===== src/rtl/agu_pkg.sv =====
package agu_pkg;
  typedef enum logic [1:0] {BASE_ZERO = 2'd0, BASE_PC = 2'd1, BASE_REG = 2'd2, BASE_RSV = 2'd3} base_sel_e;
  typedef enum logic [1:0] {OFF_NARROW = 2'd0, OFF_MID = 2'd1, OFF_WIDE = 2'd2, OFF_NONE = 2'd3} off_sel_e;
  typedef enum logic [1:0] {NPC_INC = 2'd0, NPC_ADDER = 2'd1, NPC_BUS = 2'd2, NPC_RSV = 2'd3} pc_sel_e;
  typedef enum logic [1:0] {MAR_ADDER = 2'd0, MAR_VECTOR = 2'd1, MAR_RSV2 = 2'd2, MAR_RSV3 = 2'd3} mar_sel_e;
endpackage


===== src/rtl/agu_sext.sv =====
module agu_sext #(
  parameter int IN_W  = 6,
  parameter int OUT_W = 16
) (
  input  logic [IN_W-1:0]  din,
  output logic [OUT_W-1:0] dout
);
  localparam int PAD_W = OUT_W - IN_W;
  assign dout = {{PAD_W{din[IN_W-1]}}, din};
endmodule


===== src/rtl/agu_addr_path.sv =====
module agu_addr_path
  import agu_pkg::*;
#(
  parameter int DW    = 16,
  parameter int OFF_A = 6,
  parameter int OFF_B = 9,
  parameter int OFF_C = 11
) (
  input  logic [DW-1:0] ir,
  input  logic [DW-1:0] pc,
  input  logic [DW-1:0] base_val,
  input  logic [1:0]    base_sel,
  input  logic [1:0]    off_sel,
  output logic [DW-1:0] sum
);
  localparam int NOFF = 3;
  localparam int OFFW [NOFF] = '{OFF_A, OFF_B, OFF_C};

  logic [DW-1:0] ext [NOFF];
  logic [DW-1:0] offset;
  logic [DW-1:0] base;

  for (genvar g = 0; g < NOFF; g++) begin : g_ext
    agu_sext #(.IN_W(OFFW[g]), .OUT_W(DW)) u_sext (
      .din  (ir[OFFW[g]-1:0]),
      .dout (ext[g])
    );
  end

  always_comb begin
    unique case (off_sel_e'(off_sel))
      OFF_NARROW: offset = ext[0];
      OFF_MID:    offset = ext[1];
      OFF_WIDE:   offset = ext[2];
      default:    offset = '0;
    endcase
  end

  always_comb begin
    unique case (base_sel_e'(base_sel))
      BASE_PC:  base = pc;
      BASE_REG: base = base_val;
      default:  base = '0;
    endcase
  end

  assign sum = base + offset;
endmodule


===== src/rtl/agu_target_mux.sv =====
module agu_target_mux
  import agu_pkg::*;
#(
  parameter int DW    = 16,
  parameter int VEC_W = 8
) (
  input  logic [DW-1:0] pc,
  input  logic [DW-1:0] sum,
  input  logic [DW-1:0] bus_val,
  input  logic [DW-1:0] ir,
  input  logic [1:0]    pc_sel,
  input  logic [1:0]    mar_sel,
  output logic [DW-1:0] pc_next,
  output logic [DW-1:0] mar_next
);
  localparam int ZPAD = DW - VEC_W;
  logic [DW-1:0] pc_inc;
  logic [DW-1:0] vec_addr;

  assign pc_inc   = pc + DW'(1);
  assign vec_addr = {{ZPAD{1'b0}}, ir[VEC_W-1:0]};

  always_comb begin
    unique case (pc_sel_e'(pc_sel))
      NPC_ADDER: pc_next = sum;
      NPC_BUS:   pc_next = bus_val;
      default:   pc_next = pc_inc;
    endcase
  end

  always_comb begin
    unique case (mar_sel_e'(mar_sel))
      MAR_VECTOR: mar_next = vec_addr;
      default:    mar_next = sum;
    endcase
  end
endmodule


===== src/rtl/agu_pcsel.sv =====
module agu_pcsel
  import agu_pkg::*;
#(
  parameter int          DW       = 16,
  parameter int          OFF_A    = 6,
  parameter int          OFF_B    = 9,
  parameter int          OFF_C    = 11,
  parameter int          VEC_W    = 8,
  parameter logic [15:0] RESET_PC = 16'h3000
) (
  input  logic          clk,
  input  logic          rst,
  input  logic [DW-1:0] ir,
  input  logic [DW-1:0] base_val,
  input  logic [DW-1:0] bus_val,
  input  logic [1:0]    base_sel,
  input  logic [1:0]    off_sel,
  input  logic [1:0]    pc_sel,
  input  logic [1:0]    mar_sel,
  input  logic          pc_ld,
  output logic [DW-1:0] pc_q,
  output logic [DW-1:0] mar_q,
  output logic [DW-1:0] addr_q
);
  localparam logic [DW-1:0] PC_INIT = DW'(RESET_PC);

  logic [DW-1:0] sum;
  logic [DW-1:0] pc_next;
  logic [DW-1:0] mar_next;

  agu_addr_path #(.DW(DW), .OFF_A(OFF_A), .OFF_B(OFF_B), .OFF_C(OFF_C)) u_addr (
    .ir       (ir),
    .pc       (pc_q),
    .base_val (base_val),
    .base_sel (base_sel),
    .off_sel  (off_sel),
    .sum      (sum)
  );

  agu_target_mux #(.DW(DW), .VEC_W(VEC_W)) u_mux (
    .pc       (pc_q),
    .sum      (sum),
    .bus_val  (bus_val),
    .ir       (ir),
    .pc_sel   (pc_sel),
    .mar_sel  (mar_sel),
    .pc_next  (pc_next),
    .mar_next (mar_next)
  );

  always_ff @(posedge clk) begin
    if (rst) begin
      pc_q   <= PC_INIT;
      mar_q  <= '0;
      addr_q <= '0;
    end else begin
      if (pc_ld) pc_q <= pc_next;
      mar_q  <= mar_next;
      addr_q <= sum;
    end
  end

  // reset values
  a_r1_reset_state: assert property (@(posedge clk)
    rst |=> (pc_q == PC_INIT && mar_q == '0 && addr_q == '0));

  // PC holds without load
  a_r6_pc_hold: assert property (@(posedge clk) disable iff (rst)
    !pc_ld |=> $stable(pc_q));

  // increment path
  a_r7_pc_inc: assert property (@(posedge clk) disable iff (rst)
    (pc_ld && (pc_sel == 2'd0 || pc_sel == 2'd3)) |=> pc_q == $past(pc_q) + DW'(1));

  // adder path agrees with captured sum
  a_r7_pc_adder: assert property (@(posedge clk) disable iff (rst)
    (pc_ld && pc_sel == 2'd1) |=> pc_q == addr_q);

  // bus path
  a_r7_pc_bus: assert property (@(posedge clk) disable iff (rst)
    (pc_ld && pc_sel == 2'd2) |=> pc_q == $past(bus_val));

  // vector path zero-extends
  a_r8_mar_vector: assert property (@(posedge clk) disable iff (rst)
    (mar_sel == 2'd1) |=> mar_q == {{(DW-VEC_W){1'b0}}, $past(ir[VEC_W-1:0])});

  // other codes follow the adder
  a_r8_mar_adder: assert property (@(posedge clk) disable iff (rst)
    (mar_sel != 2'd1) |=> mar_q == addr_q);
endmodule


===== config.mk =====
export PLATFORM = sky130hd
export DESIGN_NAME = agu_pcsel
export DESIGN_NICKNAME = d
export VERILOG_FILES = /design/src/rtl/agu_pkg.sv /design/src/rtl/agu_sext.sv /design/src/rtl/agu_addr_path.sv /design/src/rtl/agu_target_mux.sv /design/src/rtl/agu_pcsel.sv
export SDC_FILE = /design/constraint.sdc
export NUM_CORES = 1
export LEC_CHECK = 0
export BUFFER_PORTS_ARGS = -buffer_cell sky130_fd_sc_hd__buf_2
export CAP_MARGIN = 5
export CORE_UTILIZATION = 25
export DETAILED_ROUTE_END_ITERATION = 16
export SLEW_MARGIN = 20
export SYNTH_ARGS = -nofsm -noshare
export SYNTH_HDL_FRONTEND = slang
export SYNTH_SLANG_ARGS = --single-unit

===== constraint.sdc =====
create_clock -name clk -period 3.2 [get_ports clk]
set_input_delay 0.32 -clock clk [delete_from_list [all_inputs] [get_ports clk]]
set_output_delay 0.32 -clock clk [all_outputs]
set_load 0.05 [all_outputs]

Yosys cells after proc, flatten, opt, wreduce, memory -nomap -nowiden
Cells that the tools add are included.
{"block": "word_totals", "regBits": 48, "latchBits": 0, "ram_bits": 0, "romBits": 0, "out_inout_bits": 48, "wordCells": 19, "mem_count": 0}
{"block": "op_classes", "add_sub_neg": 2, "multipliers": 0, "n_div": 0, "order_cmp": 0, "eq_ne": 7, "shifts": 0, "n_mux": 4, "bitwise_logic": 0, "reduce_logical": 2}
{"cell": "one-hot mux 16 bit (2 select lines)", "n": 2}
{"cell": "one-hot mux 16 bit (3 select lines)", "n": 1}
{"cell": "adder 16 x 1 -> 16 bit (second input constant)", "n": 1}
{"cell": "adder 16 bit", "n": 1}
{"cell": "== test 2 x 1 -> 1 bit (second input constant)", "n": 4}
{"cell": "two-way mux 8 bit", "n": 1}
{"cell": "== test 2 bit (second input constant)", "n": 3}
{"cell": "zero test 2 bit", "n": 1}
{"cell": "OR reduction 2 bit", "n": 1}

Depth between registers and ports, before layout
Gate-level depths: netlist of run 1.
{"block": "depth", "word_depth": 4, "ltp_mapped": 15, "mapped_depth_nobuf": 13}

Modules after synthesis
From an unflattened synthesis of run 1, not the netlist that was laid out.
{"block": "hier_totals", "hier_cells": 485, "hier_area_um2": 3950.0}
{"mod": "agu_pcsel", "instances": 1, "cells_each": 119, "area_per_inst_um2": 1460.2}
{"mod": "agu_addr_path", "instances": 1, "cells_each": 199, "area_per_inst_um2": 1370.1}
{"mod": "agu_target_mux", "instances": 1, "cells_each": 119, "area_per_inst_um2": 759.5}
{"mod": "agu_sext", "instances": 3, "cells_each": 16, "area_per_inst_um2": 120.1}

Least setup slack after synthesis of run 1
OpenSTA, ideal clock, no wires.
{"block": "synth_path", "kind": "input to register", "start": "in base_sel[0]", "end": "reg pc_q[14]", "setup_ps": 70, "t_arrival_ps": 3070, "required_ps": 3130, "path_slack_ps": 60, "cell_stages": 15, "path_cell_list": "inv_1 -> ha_1 -> clkbuf_1 -> clkbuf_1 -> a22oi_1 -> nor2_1 -> ha_1 -> inv_1 -> fa_1 -> nand2b_1 -> a21oi_2 -> o211ai_2 -> o31ai_4 -> mux2_1 -> a21oi_1"}
{"block": "synth_via", "elab_chain_cells": 4, "elab_cells_between_ends": 5}
{"item": "start: declaration", "line": "agu_pcsel.sv:16", "rtl": "input logic [1:0] base_sel,"}
{"item": "== test 2 bit or == test 2 x 1 -> 1 bit (tied branches)", "line": "agu_addr_path.sv:40", "rtl": "unique case (base_sel_e'(base_sel))"}
{"item": "one-hot mux 16 bit (2 select lines) *", "line": "agu_addr_path.sv:40"}
{"item": "adder 16 bit *", "line": "agu_addr_path.sv:47", "rtl": "assign sum = base + offset;"}
{"item": "one-hot mux 16 bit (2 select lines) *", "line": "agu_target_mux.sv:24", "rtl": "unique case (pc_sel_e'(pc_sel))"}
{"item": "end signal: assignment", "line": "agu_pcsel.sv:57", "rtl": "if (pc_ld) pc_q <= pc_next;"}
{"item": "end: declaration", "line": "agu_pcsel.sv:21", "rtl": "output logic [DW-1:0] pc_q,"}
Mark *: on every way between the ends. The rest lies on a longest branch, timed or not.
A chain may end at the register's enable or synchronous reset.

Worst setup path after layout of run 1
{"block": "layout_path", "start": "reg pc_q[1]", "end": "reg pc_q[14]"}
{"block": "layout_via", "elab_chain_cells": 3, "elab_cells_between_ends": 4}
{"item": "one-hot mux 16 bit (2 select lines)", "line": "agu_addr_path.sv:40"}
{"item": "adder 16 bit", "line": "agu_addr_path.sv:47"}
{"item": "one-hot mux 16 bit (2 select lines) *", "line": "agu_target_mux.sv:24"}
Marked as above.

==> results of run 1 <==
==> synthesized netlist by cell type (8+ instances only) <==
master	n
nor2_1	59
o21ai_0	19
xnor2_1	8
clkbuf_1	19
ha_1	20
dfxtp_1	48
a21oi_1	37
nand2_1	50
nand3_1	9
inv_1	15
a22oi_1	18
nor2b_1	14
==> critical path, stage by stage, from the launching register on <==
cell and delay [ns]:
dfxtp_1 0.47, a22oi_1 0.10, or2_2 0.33, fa_1 0.46, nand2b_1 0.20, a21oi_2 0.19, o211ai_2 0.21, o31ai_4 0.33
mux2_1 0.35, a21oi_1 0.12
==> sequential cells by signal, indices dropped and copies added (netlist names) <==
name	count
addr_q	16
mar_q	16
pc_q	16
==> power groups by stage <==
stage	combinational [mW]	sequential [mW]	clock [mW]
6_report	0.690	0.689	0.537
2_1_floorplan	0.301	0.895	0
4_1_cts	0.691	0.689	0.552
3_3_place_gp	0.680	0.701	0
5_1_grt	0.744	0.697	0.567
3_5_place_dp	0.688	0.703	0
==> through the flow <==
stage | utilization | worst slack, ns | hold WS (ns) | total power [mW]
floorplan | - | 0.05956 | 0.4560 | 1.196
global placement | 0.3144 | 0.1608 | 0.5578 | 1.381
detailed placement | 0.3144 | 0.1279 | 0.5693 | 1.392
CTS | 0.3259 | 0.3781 | 0.2712 | 1.932
global route | 0.3259 | 0.2243 | 0.2821 | 2.008
finish | 0.3259 | 0.3807 | 0.2742 | 1.916
==> logic make-up after synthesis <==
group,Yosys count,synth area share
simple gates,172,0.2437
compound gates,133,0.2828
flops,48,0.2861
buf+inv,39,0.04620
fa+ha+maj,21,0.08048
xor+xnor,13,0.03614
mux,8,0.02459
==> routing by layer <==
metal,share of wire,up-vias,track usage
met3,0.057,16,0.03973
met1,0.47,1555,0.2049
met4,0.016,0,0.04808
met5,0,-,0
li1,-,1736,-
met2,0.45,91,0.2423
==> area by class of cell <==
type	count	area, sq um
flip-flops and latches	48	960.9
repair buffers	110	573.1
clock buffers	5	125.1
inverters	15	56.30
clock inverters	3	23.77
well taps	172	215.2
fillers	1387	8680
multi-input cells	347	2242
==> cell usage in the layout, fill, tap and decap left out, drive strengths merged, types with 4 or more instances in the layout <==
cell type / Yosys / final
o211ai: 6 / 6
xnor2: 9 / 9
a211oi: 7 / 7
and2: 6 / 6
nor2: 59 / 59
ha: 20 / 20
nand3: 9 / 9
dfxtp: 48 / 48
and3: 5 / 5
a22oi: 18 / 18
a21oi: 42 / 42
clkbuf: 19 / 5
o21ai: 28 / 28
nor2b: 14 / 14
nand2: 50 / 50
buf: 5 / 110
mux2i: 6 / 6
nand2b: 7 / 7
a21o: 5 / 5
nand4: 4 / 4
a2111oi: 4 / 4
a221oi: 5 / 5
xor2: 4 / 4
inv: 15 / 15
==> worst paths after layout <==
| kind | to | slack [ns] | cells past startpoint |
|---|---|---|---|
| max | pc_q[14]$_SDFFE_PP0P_ | 0.38 | 9 |
| min | mar_q[0]$_SDFF_PP0_ | 0.27 | 3 |
| max reg2reg | pc_q[14]$_SDFFE_PP0P_ | 0.38 | 9 |
| min reg2reg | pc_q[15]$_SDFFE_PP0P_ | 0.59 | 2 |
==> results.ini, run 1 <==
[outcome]
status = complete, no violations

[clock_network]
cts.sinks = 48
numCtsBuffers = 5
clkLatencyLatePin_ns = 0.29
cts_tree = done
hold_buffers = 0
cts.htree.levels = 2
post_cts_resized = 0
cts.clk_slew.worst_paths_ns = 0.07
clockBufferDepth = 2
cts_root_buf = clkbuf_16
post_cts_buffers = 0

[yosys]
syn_avg_cell_area_sq_um = 7.738
syn_inst = 434
synth_nets = 514
yosysTopAreaCellShare = 0.2861
syn_area_sq_um = 3358
yosysWarnings = 0
synth_area_leaders = dfxtp_1 (29%), ha_1 (7.5%), nor2_1 (6.6%), nand2_1 (5.6%), a21oi_1 (5.5%)
synthDistinctLibCells = 61
synth_top_cell_by_area = dfxtp_1
synth-seq-cells = 48
yosysSeqAreaShare = 0.2861
synth-main-ff-cell = dfxtp_1
async_reset_ff_frac = 0
synth_edf_count = 0

[floorplan]
die_y_um = 117.9
fp.dieArea_sq_um = 13900
num_rows = 41
initial_core_util = 0.2608
core-area_sq_um = 12880
num_io_pins = 107
die_x_um = 117.9

[setup_path]
critPathLaunch = pc_q[1]$_SDFFE_PP0P_
required_ns = 3.43
crit_fanout = 7
rr_startpoint = pc_q[1]$_SDFFE_PP0P_
arrival_ns = 3.05
critical_path_class = register to register
end_kind = register
critPathLaunchType = register

[placement]
dp_hpwl_mm = 8.507
placed_cell_area_sq_um = 4048
gp_congestion = 0.8697
dp_cells = 692
portBuffers = 101

[global_routing]
grt_pass1_vias = 3306
grt_max_degree = 44
antenna_found_initial = 0
grt-ovfl-total = 0
grtUsageTotal = 0.1542
grt_pass1_wl_mm = 17.01

[power_and_ir_drop]
p_seq_frac = 0.360
peakVddDrop_uv = 170.6
p_clk_frac = 0.280
power.switching_uw = 758.4
cellLeakagePower_nw = 1.866
p_int_mw = 1.157
power_frac_comb = 0.360
power.density_nw_per_um2 = 456.5
sw_frac_of_total = 0.3959

[timing]
skew_ns = 0.007407
tightest_slew_ns = 0.8689
finalCritPeriodShare = 0.8810
final_max_slew_viol_count = 0
fin_setup_tns_ns = 0
finalHoldViolCount = 0
min_period_ns = 2.819
grt_setup_unrepaired = false
slew_headroom = 0.4207
setup_violations = 0
max_freq_mhz = 354.7

[routing]
wire_per_inst_um = 15.35
routed_wl_mm = 10.74
ant_nets = 0
via_per_inst = 4.854
drcViolationCount = 0
first_pass_iters = 4
drt_iter0_markers = 201
dr_total_vias = 3398

[finish]
final_nets = 607
final_cells = 700
drive_gt1_frac = 0.2689
finalInstanceArea_sq_um = 4197
syn_to_final_growth_pct = 24.96
n_antenna_cell = 0

[min_path]
hp-class = primary input to register
hp-start = ir[0]

[run]
drv_cap = 0

Power figures use the tool's default switching activity.
==> inputs of run 2 (changes only) <==
--- a/config.mk
+++ b/config.mk
@@ -7,9 +7,11 @@
 export LEC_CHECK = 0
 export BUFFER_PORTS_ARGS = -buffer_cell sky130_fd_sc_hd__buf_2
 export CAP_MARGIN = 5
+export CORE_MARGIN = 4
 export CORE_UTILIZATION = 25
 export DETAILED_ROUTE_END_ITERATION = 16
 export SLEW_MARGIN = 20
 export SYNTH_ARGS = -nofsm -noshare
 export SYNTH_HDL_FRONTEND = slang
+export SYNTH_HIERARCHICAL = 1
 export SYNTH_SLANG_ARGS = --single-unit
==> results.ini, run 2 <==
[setup_path]
cp_slowest_cell = or2_2  ; was dfxtp_1
r2r_cells = 14  ; was 9
critical_path_class = primary input to register  ; was register to register
path_cells = buf_2 > inv_1 > ha_2 > a22oi_1 > or2_2 > inv_1 > ha_1 > a211oi_1 > o21a_2 > o221ai_2 > a21oi_1 > a21oi_2 > xor2_1 > a221oi_1 > a21oi_1 > mux2i_1 > nor2_1  ; was a22oi_1 > or2_2 > fa_1 > nand2b_1 > a21oi_2 > o211ai_2 > o31ai_4 > mux2_1 > a21oi_1
cp_num_buf_inv = 3  ; was 0
end_kind = register  ; unchanged
reg2reg_slack_ns = 0.32  ; was 0.38 ns
critPathLaunchType = primary input  ; was register
crit_fanout = 5  ; was 7
max_stage_delay_ns = 0.30  ; was 0.47 ns
required_ns = 3.35  ; was 3.43 ns
rr_startpoint = pc_q[1]$_SDFFE_PP0P_  ; unchanged
crit_family = compound AO/OA/AOI/OAI gates  ; unchanged
arrival_ns = 3.16  ; was 3.05 ns
rr_endpoint = pc_q[11]$_SDFFE_PP0P_  ; was pc_q[14]$_SDFFE_PP0P_

[floorplan]
fp.dieArea_sq_um = 17880  ; was 13900 sq um
core-area_sq_um = 15310  ; was 12880 sq um
num_io_pins = 107  ; unchanged
initial_core_util = 0.2579  ; was 0.2608
die_y_um = 133.7  ; was 117.9 um
die_x_um = 133.7  ; was 117.9 um
num_rows = 45  ; was 41

[timing]
whs_ns = 0.3742  ; was 0.2742 ns
min_period_ns = 3.014  ; was 2.819 ns
slew_headroom = 0.3327  ; was 0.4207
tightest_slew_ns = 1.001  ; was 0.8689 ns
max_freq_mhz = 331.8  ; was 354.7 MHz
finalHoldViolCount = 0  ; unchanged
skew_ns = 0.01137  ; was 0.007407 ns
finalCritPeriodShare = 0.9419  ; was 0.8810
grt_setup_unrepaired = false  ; unchanged
setup_violations = 0  ; unchanged
final_max_slew_viol_count = 0  ; unchanged

[placement]
dp_hpwl_mm = 9.750  ; was 8.507 mm
placed_cell_area_sq_um = 4642  ; was 4048 sq um
gp_congestion = 0.8605  ; was 0.8697
portBuffers = 101  ; unchanged

[power_and_ir_drop]
p_int_mw = 1.424  ; was 1.157 mW
p_seq_frac = 0.310  ; was 0.360
power.switching_uw = 796.9  ; was 758.4 uW
power_frac_comb = 0.385  ; was 0.360
cellLeakagePower_nw = 2.273  ; was 1.866 nW
peakVddDrop_uv = 269.7  ; was 170.6 uV
p_clk_frac = 0.306  ; was 0.280
power.density_nw_per_um2 = 458.4  ; was 456.5 nW/um^2
sw_frac_of_total = 0.3589  ; was 0.3959

[finish]
layout.cells.most_common = buf_2  ; unchanged
top_regs = addr_q x16, mar_q x16, pc_q x16  ; unchanged
drive_gt1_frac = 0.3357  ; was 0.2689
final_cell_mix = buf_2 (101), buf_4 (56), dfxtp_1 (48), nand2_1 (48), nor2_1 (37)  ; was buf_2 (101), nor2_1 (59), nand2_1 (50)
fill_cells = 1668  ; was 1387
syn_to_final_growth_pct = 22.65  ; was 24.96%
finalInstanceArea_sq_um = 4845  ; was 4197 sq um
n_antenna_cell = 0  ; unchanged
final_nets = 651  ; was 607

[yosys]
synth_nets = 565  ; was 514
synth_compound_area_frac = 0.1866  ; was 0.2828
yosysWarnings = 6  ; was 0
syn_avg_cell_area_sq_um = 8.144  ; was 7.738 sq um
yosysTopAreaCellShare = 0.2433  ; was 0.2861
yosys-top-cells-count = buf_4 (49), dfxtp_1 (48), nand2_1 (48), nor2_1 (37), nor2b_1 (32)  ; was nor2_1 (59), nand2_1 (50), dfxtp_1 (48), a21oi_1 (37), ha_1 (20)
async_reset_ff_frac = 0  ; unchanged
yosysMostFrequentCell = buf_4  ; was nor2_1
synth-seq-cells = 48  ; unchanged
synth-main-ff-cell = dfxtp_1  ; unchanged
syn_area_sq_um = 3950  ; was 3358 sq um
synth_mux_area_frac = 0.07602  ; was 0.02459
yosys.area_share.simple = 0.2211  ; was 0.2437
yosysSeqAreaShare = 0.2433  ; was 0.2861
synth_area_leaders = dfxtp_1 (24%), buf_4 (9.3%), mux2i_1 (7.6%), ha_1 (6.3%), nor2b_1 (5.1%)  ; was dfxtp_1 (29%), ha_1 (7.5%), nor2_1 (6.6%), nand2_1 (5.6%), a21oi_1 (5.5%)
syn_inst = 485  ; was 434
synth_top_cell_by_area = dfxtp_1  ; unchanged
synth_edf_count = 0  ; unchanged
synth_fa_ha_area_frac = 0.06842  ; was 0.08048
synth_xor_area_frac = 0.05765  ; was 0.03614
synth_top_family_by_area = simple AND/OR/NAND/NOR gates  ; was compound AO/OA/AOI/OAI gates
synthDistinctLibCells = 54  ; was 61

[global_routing]
grt_max_degree = 49  ; was 44
grt_pass1_vias = 3396  ; was 3306
grtUsageTotal = 0.1278  ; was 0.1542
antenna_found_initial = 1  ; was 0
grt-ovfl-total = 0  ; unchanged
grt_pass1_wl_mm = 18.15  ; was 17.01 mm

[routing]
first_pass_iters = 4  ; unchanged
routed_wl_mm = 11.75  ; was 10.74 mm
ant_nets = 0  ; unchanged
drcViolationCount = 0  ; unchanged
dr_total_vias = 3547  ; was 3398
drt_iter0_markers = 253  ; was 201
wire_per_inst_um = 15.00  ; was 15.35 um
via_per_inst = 4.530  ; was 4.854

[clock_network]
numCtsBuffers = 5  ; unchanged
clkLatencyLatePin_ns = 0.29  ; about the same
cts.clk_slew.worst_paths_ns = 0.07  ; about the same
hold_buffers = 0  ; unchanged
cts.htree.levels = 2  ; unchanged
cts.sinks = 48  ; unchanged
cts_root_buf = clkbuf_16  ; unchanged
clockBufferDepth = 2  ; unchanged
cts_tree = done  ; unchanged

[min_path]
hp-class = primary input to register  ; unchanged
holdPathEnd = mar_q[1]$_SDFF_PP0_  ; was mar_q[0]$_SDFF_PP0_
hp-start = ir[1]  ; was ir[0]
holdPathStages = 4  ; was 3

[run]
drv_cap = 0  ; unchanged

[outcome]
status = complete, no violations  ; unchanged

-- run 2: cell types whose count changed after synthesis, moves of 12 or more --
cell / change
a21oi_1: -12
nor2_1: -22
buf_4: +47
mux2i_1: +24
nor2b_1: +18
xnor2_1: +12
-- run 2: cells by family (layout without fill, tap and decap cells) --
kind of cell / Yosys count / after routing
multiplexers: 30 / 30
AND/OR/NAND/NOR: 163 / 163
AO/OA/AOI/OAI: 104 / 104
buffers and inverters: 93 / 180
flip-flops: 48 / 48
adder cells (fa/ha/maj): 21 / 21
XOR/XNOR: 26 / 26
-- run 2: tightest hold or removal path, stage by stage --
cell,delay [ns]
buf_2,0.11
nand2_1,0.05
nand2_1,0.04
nor2b_1,0.10
-- run 2: how the worst max path moves through the flow --
stage	cells after the start	endpoint	startpoint	slack [ns]
after global routing	18	pc_q[10]$_SDFFE_PP0P_	base_sel[0]	0.009
after CTS	18	pc_q[10]$_SDFFE_PP0P_	base_sel[1]	0.1
after detailed placement	17	pc_q[12]$_SDFFE_PP1P_	base_sel[1]	-0.19
final	17	pc_q[11]$_SDFFE_PP0P_	base_sel[1]	0.19
after floorplan	18	pc_q[12]$_SDFFE_PP1P_	base_sel[0]	0.004
after global placement	18	pc_q[10]$_SDFFE_PP0P_	base_sel[1]	-0.19
-- run 2: per-layer routing --
metal	vias up	track usage	share of wire
met4	2	0.02229	0.0079
met5	-	0	0.0011
li1	1816	-	-
met3	8	0.02002	0.053
met1	1618	0.1705	0.45
met2	103	0.2201	0.48
-- run 2: timing repair --
item | in CTS | in global routing
setup endpoints to repair | 0 | 4
setup buffers | 0 | 0
resized for setup | 0 | 3
-- run 2: final cells by class --
type	instances	area, sq um	area share
Clock buffer	5	125.1	0.02583
Clock inverter	3	68.82	0.01420
Inverter	15	56.30	0.01162
Multi-Input combinational cell	344	2444	0.5044
Sequential cell	48	960.9	0.1983
Tap cell	211	264.0	0.05449
Timing Repair Buffer	157	925.9	0.1911
-- run 2: power by group through the flow --
stage | logic, mW | clock network, mW | registers (mW)
floorplan | 0.393 | 0 | 0.913
global placement | 0.850 | 0 | 0.704
detailed placement | 0.854 | 0 | 0.702
CTS | 0.857 | 0.694 | 0.688
global route | 0.923 | 0.719 | 0.694
finish | 0.854 | 0.679 | 0.688
-- run 2: per-stage QoR --
step	cells	setup TNS [ns]	total power, mW	setup slack [ns]	utilization
finish	783	0	2.221	0.1858	0.3163
global route	783	0	2.337	0.009138	0.3163
CTS	783	0	2.240	0.09657	0.3158
detailed placement	775	-1.053	1.556	-0.1944	0.3031
global placement	775	-0.7746	1.554	-0.1861	0.3031
floorplan	485	0	1.306	0.003806	-
==> inputs of run 3 (changes only) <==
--- a/config.mk
+++ b/config.mk
@@ -10,6 +10,7 @@
 export CORE_MARGIN = 4
 export CORE_UTILIZATION = 25
 export DETAILED_ROUTE_END_ITERATION = 16
+export GPL_ROUTABILITY_DRIVEN = 0
 export SLEW_MARGIN = 20
 export SYNTH_ARGS = -nofsm -noshare
 export SYNTH_HDL_FRONTEND = slang
==> constraint.sdc (replaced) <==
create_clock -name clk -period 3.2 [get_ports clk]
set_input_delay 0.8 -clock clk [delete_from_list [all_inputs] [get_ports clk]]
set_output_delay 0.8 -clock clk [all_outputs]
set_load 0.05 [all_outputs]
==> results.ini, run 3 (synthesized netlist as in run 2, its figures left out) <==
[timing]
finalHoldViolCount = 0  ; unchanged
final_max_slew_viol_count = 0  ; unchanged
grt_setup_unrepaired = true  ; was false
skew_ns = 0.01006  ; was 0.01137 ns
slew_headroom = 0.3121  ; was 0.3327
setup_violations = 13  ; was 0
min_period_ns = 3.437  ; was 3.014 ns
tightest_slew_ns = 1.032  ; was 1.001 ns
max_freq_mhz = 290.9  ; was 331.8 MHz
fin_ws_ns = -0.2372  ; was 0.1858 ns
finalCritPeriodShare = 1.074  ; was 0.9419
whs_ns = 0.5938  ; was 0.3742 ns

[placement]
portBuffers = 101  ; unchanged
placed_cell_area_sq_um = 4872  ; was 4642 sq um
dp_hpwl_mm = 9.787  ; was 9.750 mm

[clock_network]
numCtsBuffers = 5  ; unchanged
cts.sinks = 48  ; unchanged
cts.htree.levels = 2  ; unchanged
hold_buffers = 0  ; unchanged
cts_root_buf = clkbuf_16  ; unchanged
cts.clk_slew.worst_paths_ns = 0.06  ; was 0.07 ns
clockBufferDepth = 2  ; unchanged
clkLatencyLatePin_ns = 0.29  ; about the same
cts_tree = done  ; unchanged

[floorplan]
core-area_sq_um = 15310  ; unchanged
initial_core_util = 0.2579  ; unchanged
die_y_um = 133.7  ; unchanged
fp.dieArea_sq_um = 17880  ; unchanged
num_io_pins = 107  ; unchanged
die_x_um = 133.7  ; unchanged
num_rows = 45  ; unchanged

[finish]
multi_input_area_sq_um = 2636  ; was 2444 sq um
syn_to_final_growth_pct = 36.49  ; was 22.65%
finalInstanceArea_sq_um = 5391  ; was 4845 sq um
layout.cells.most_common = buf_2  ; unchanged
drive_gt1_frac = 0.4157  ; was 0.3357
top_regs = addr_q x16, mar_q x16, pc_q x16  ; unchanged
ff_latch_area_sq_um = 960.9  ; unchanged
final_nets = 690  ; was 651
n_antenna_cell = 0  ; unchanged
final_cell_mix = buf_2 (97), buf_4 (89), dfxtp_1 (48), nand2_1 (48), nor2_1 (37)  ; was buf_2 (101), buf_4 (56), dfxtp_1 (48), nand2_1 (48), nor2_1 (37)
fill_cells = 1602  ; was 1668

[setup_path]
critPathLaunchType = primary input  ; unchanged
r2r_cells = 14  ; unchanged
critical_path_class = primary input to register  ; unchanged
rr_startpoint = pc_q[0]$_SDFFE_PP0P_  ; was pc_q[1]$_SDFFE_PP0P_
cp-endpoint = pc_q[12]$_SDFFE_PP1P_  ; was pc_q[11]$_SDFFE_PP0P_
reg2reg_slack_ns = 0.30  ; was 0.32 ns
end_kind = register  ; unchanged
arrival_ns = 3.62  ; was 3.16 ns
critPathLaunch = base_sel[0]  ; was base_sel[1]
crit_fanout = 7  ; was 5
rr_endpoint = pc_q[12]$_SDFFE_PP1P_  ; was pc_q[11]$_SDFFE_PP0P_
required_ns = 3.38  ; was 3.35 ns

[global_routing]
grt_pass1_wl_mm = 18.74  ; was 18.15 mm
grt_max_degree = 49  ; unchanged
antenna_found_initial = 1  ; unchanged
grt-ovfl-total = 0  ; unchanged
grtUsageTotal = 0.1330  ; was 0.1278
grt_pass1_vias = 3572  ; was 3396

[routing]
first_pass_iters = 4  ; unchanged
drt_iter0_markers = 280  ; was 253
via_per_inst = 4.528  ; was 4.530
wire_per_inst_um = 14.84  ; was 15.00 um
dr_total_vias = 3722  ; was 3547
drcViolationCount = 0  ; unchanged
ant_nets = 0  ; unchanged
routed_wl_mm = 12.20  ; was 11.75 mm

[min_path]
hp-class = register to register  ; was primary input to register
hp-start = pc_q[15]$_SDFFE_PP0P_  ; was ir[1]

[power_and_ir_drop]
power.density_nw_per_um2 = 420.9  ; was 458.4 nW/um^2
cellLeakagePower_nw = 2.537  ; was 2.273 nW
peakVddDrop_uv = 231.5  ; was 269.7 uV

[outcome]
status = complete, but fails checks  ; was complete, no violations
failed_checks = setup timing

[run]
drv_cap = 0  ; unchanged

[run 3: cell types whose count changed in the layout (fill, tap and decap cells not counted), sizes merged]
| cell | before | now |
|---|---|---|
| inv | 16 | 15 |
| bufinv | 2 | 1 |
| clkinv | 0 | 1 |
| clkbuf | 5 | 6 |
| buf | 157 | 196 |
[run 3: timing repair]
action	CTS	global route
hold endpoints to repair	0	0
endpoints found under the setup margin	14	22
resized for setup	33	13
setup buffers	10	8
pin swaps	26	24
[run 3: critical path, stage by stage]
cell and delay (ns):
buf_12 0.11, inv_12 0.04, ha_4 0.17, a22oi_2 0.09, nor2_1 0.12, ha_2 0.19, inv_2 0.04, fa_2 0.33
nand2b_4 0.16, a21oi_4 0.16, a211oi_4 0.07, o31ai_4 0.31, nand4_1 0.13, and4bb_2 0.28, a221oi_2 0.24, a21oi_1 0.07
a211o_1 0.29
[run 3: layer usage]
metal	share of wire	vias up	GRT usage	wire (um)
met5	0.0011	-	0	13
met4	0.020	2	0.04514	242
met3	0.066	17	0.02757	799
met2	0.48	111	0.2153	5878
met1	0.43	1710	0.1759	5264
li1	-	1882	-	-
[run 3: final cells by class]
class | count | area share
Multi-Input combinational cell | 344 | 0.4890
Timing Repair Buffer | 196 | 0.2372
Sequential cell | 48 | 0.1782
Tap cell | 211 | 0.04897
Clock buffer | 6 | 0.02576
Inverter | 15 | 0.01369
Clock inverter | 2 | 0.007194
[run 3: how the worst min path moves through the flow]
stage,cells past startpoint,slack [ns],to
floorplan,2,0.77,pc_q[15]$_SDFFE_PP0P_
finish,2,0.59,pc_q[15]$_SDFFE_PP0P_
global placement,2,0.57,pc_q[15]$_SDFFE_PP0P_
global route,2,0.62,pc_q[15]$_SDFFE_PP0P_
CTS,2,0.59,pc_q[15]$_SDFFE_PP0P_
detailed placement,2,0.58,pc_q[15]$_SDFFE_PP0P_
[run 3: stage by stage]
step | setup WS (ns) | utilization | cells | power, mW | TNS (ns)
floorplan | -0.4272 | - | 485 | 1.315 | -1.392
global placement | -0.6201 | 0.3181 | 799 | 1.589 | -9.131
detailed placement | -0.6417 | 0.3181 | 799 | 1.593 | -9.660
CTS | -0.1722 | 0.3437 | 815 | 2.253 | -0.7500
global route | -0.3555 | 0.3520 | 822 | 2.390 | -3.788
finish | -0.2372 | 0.3520 | 822 | 2.269 | -1.473
[run 3: power breakdown]
group	leakage [nW]	switching [mW]	total, mW	internal [mW]
combinational	2.05	0.575	0.965	0.390
sequential	0.396	0.0301	0.686	0.656
clock	0.0871	0.227	0.619	0.391
total	2.54	0.832	2.27	1.44
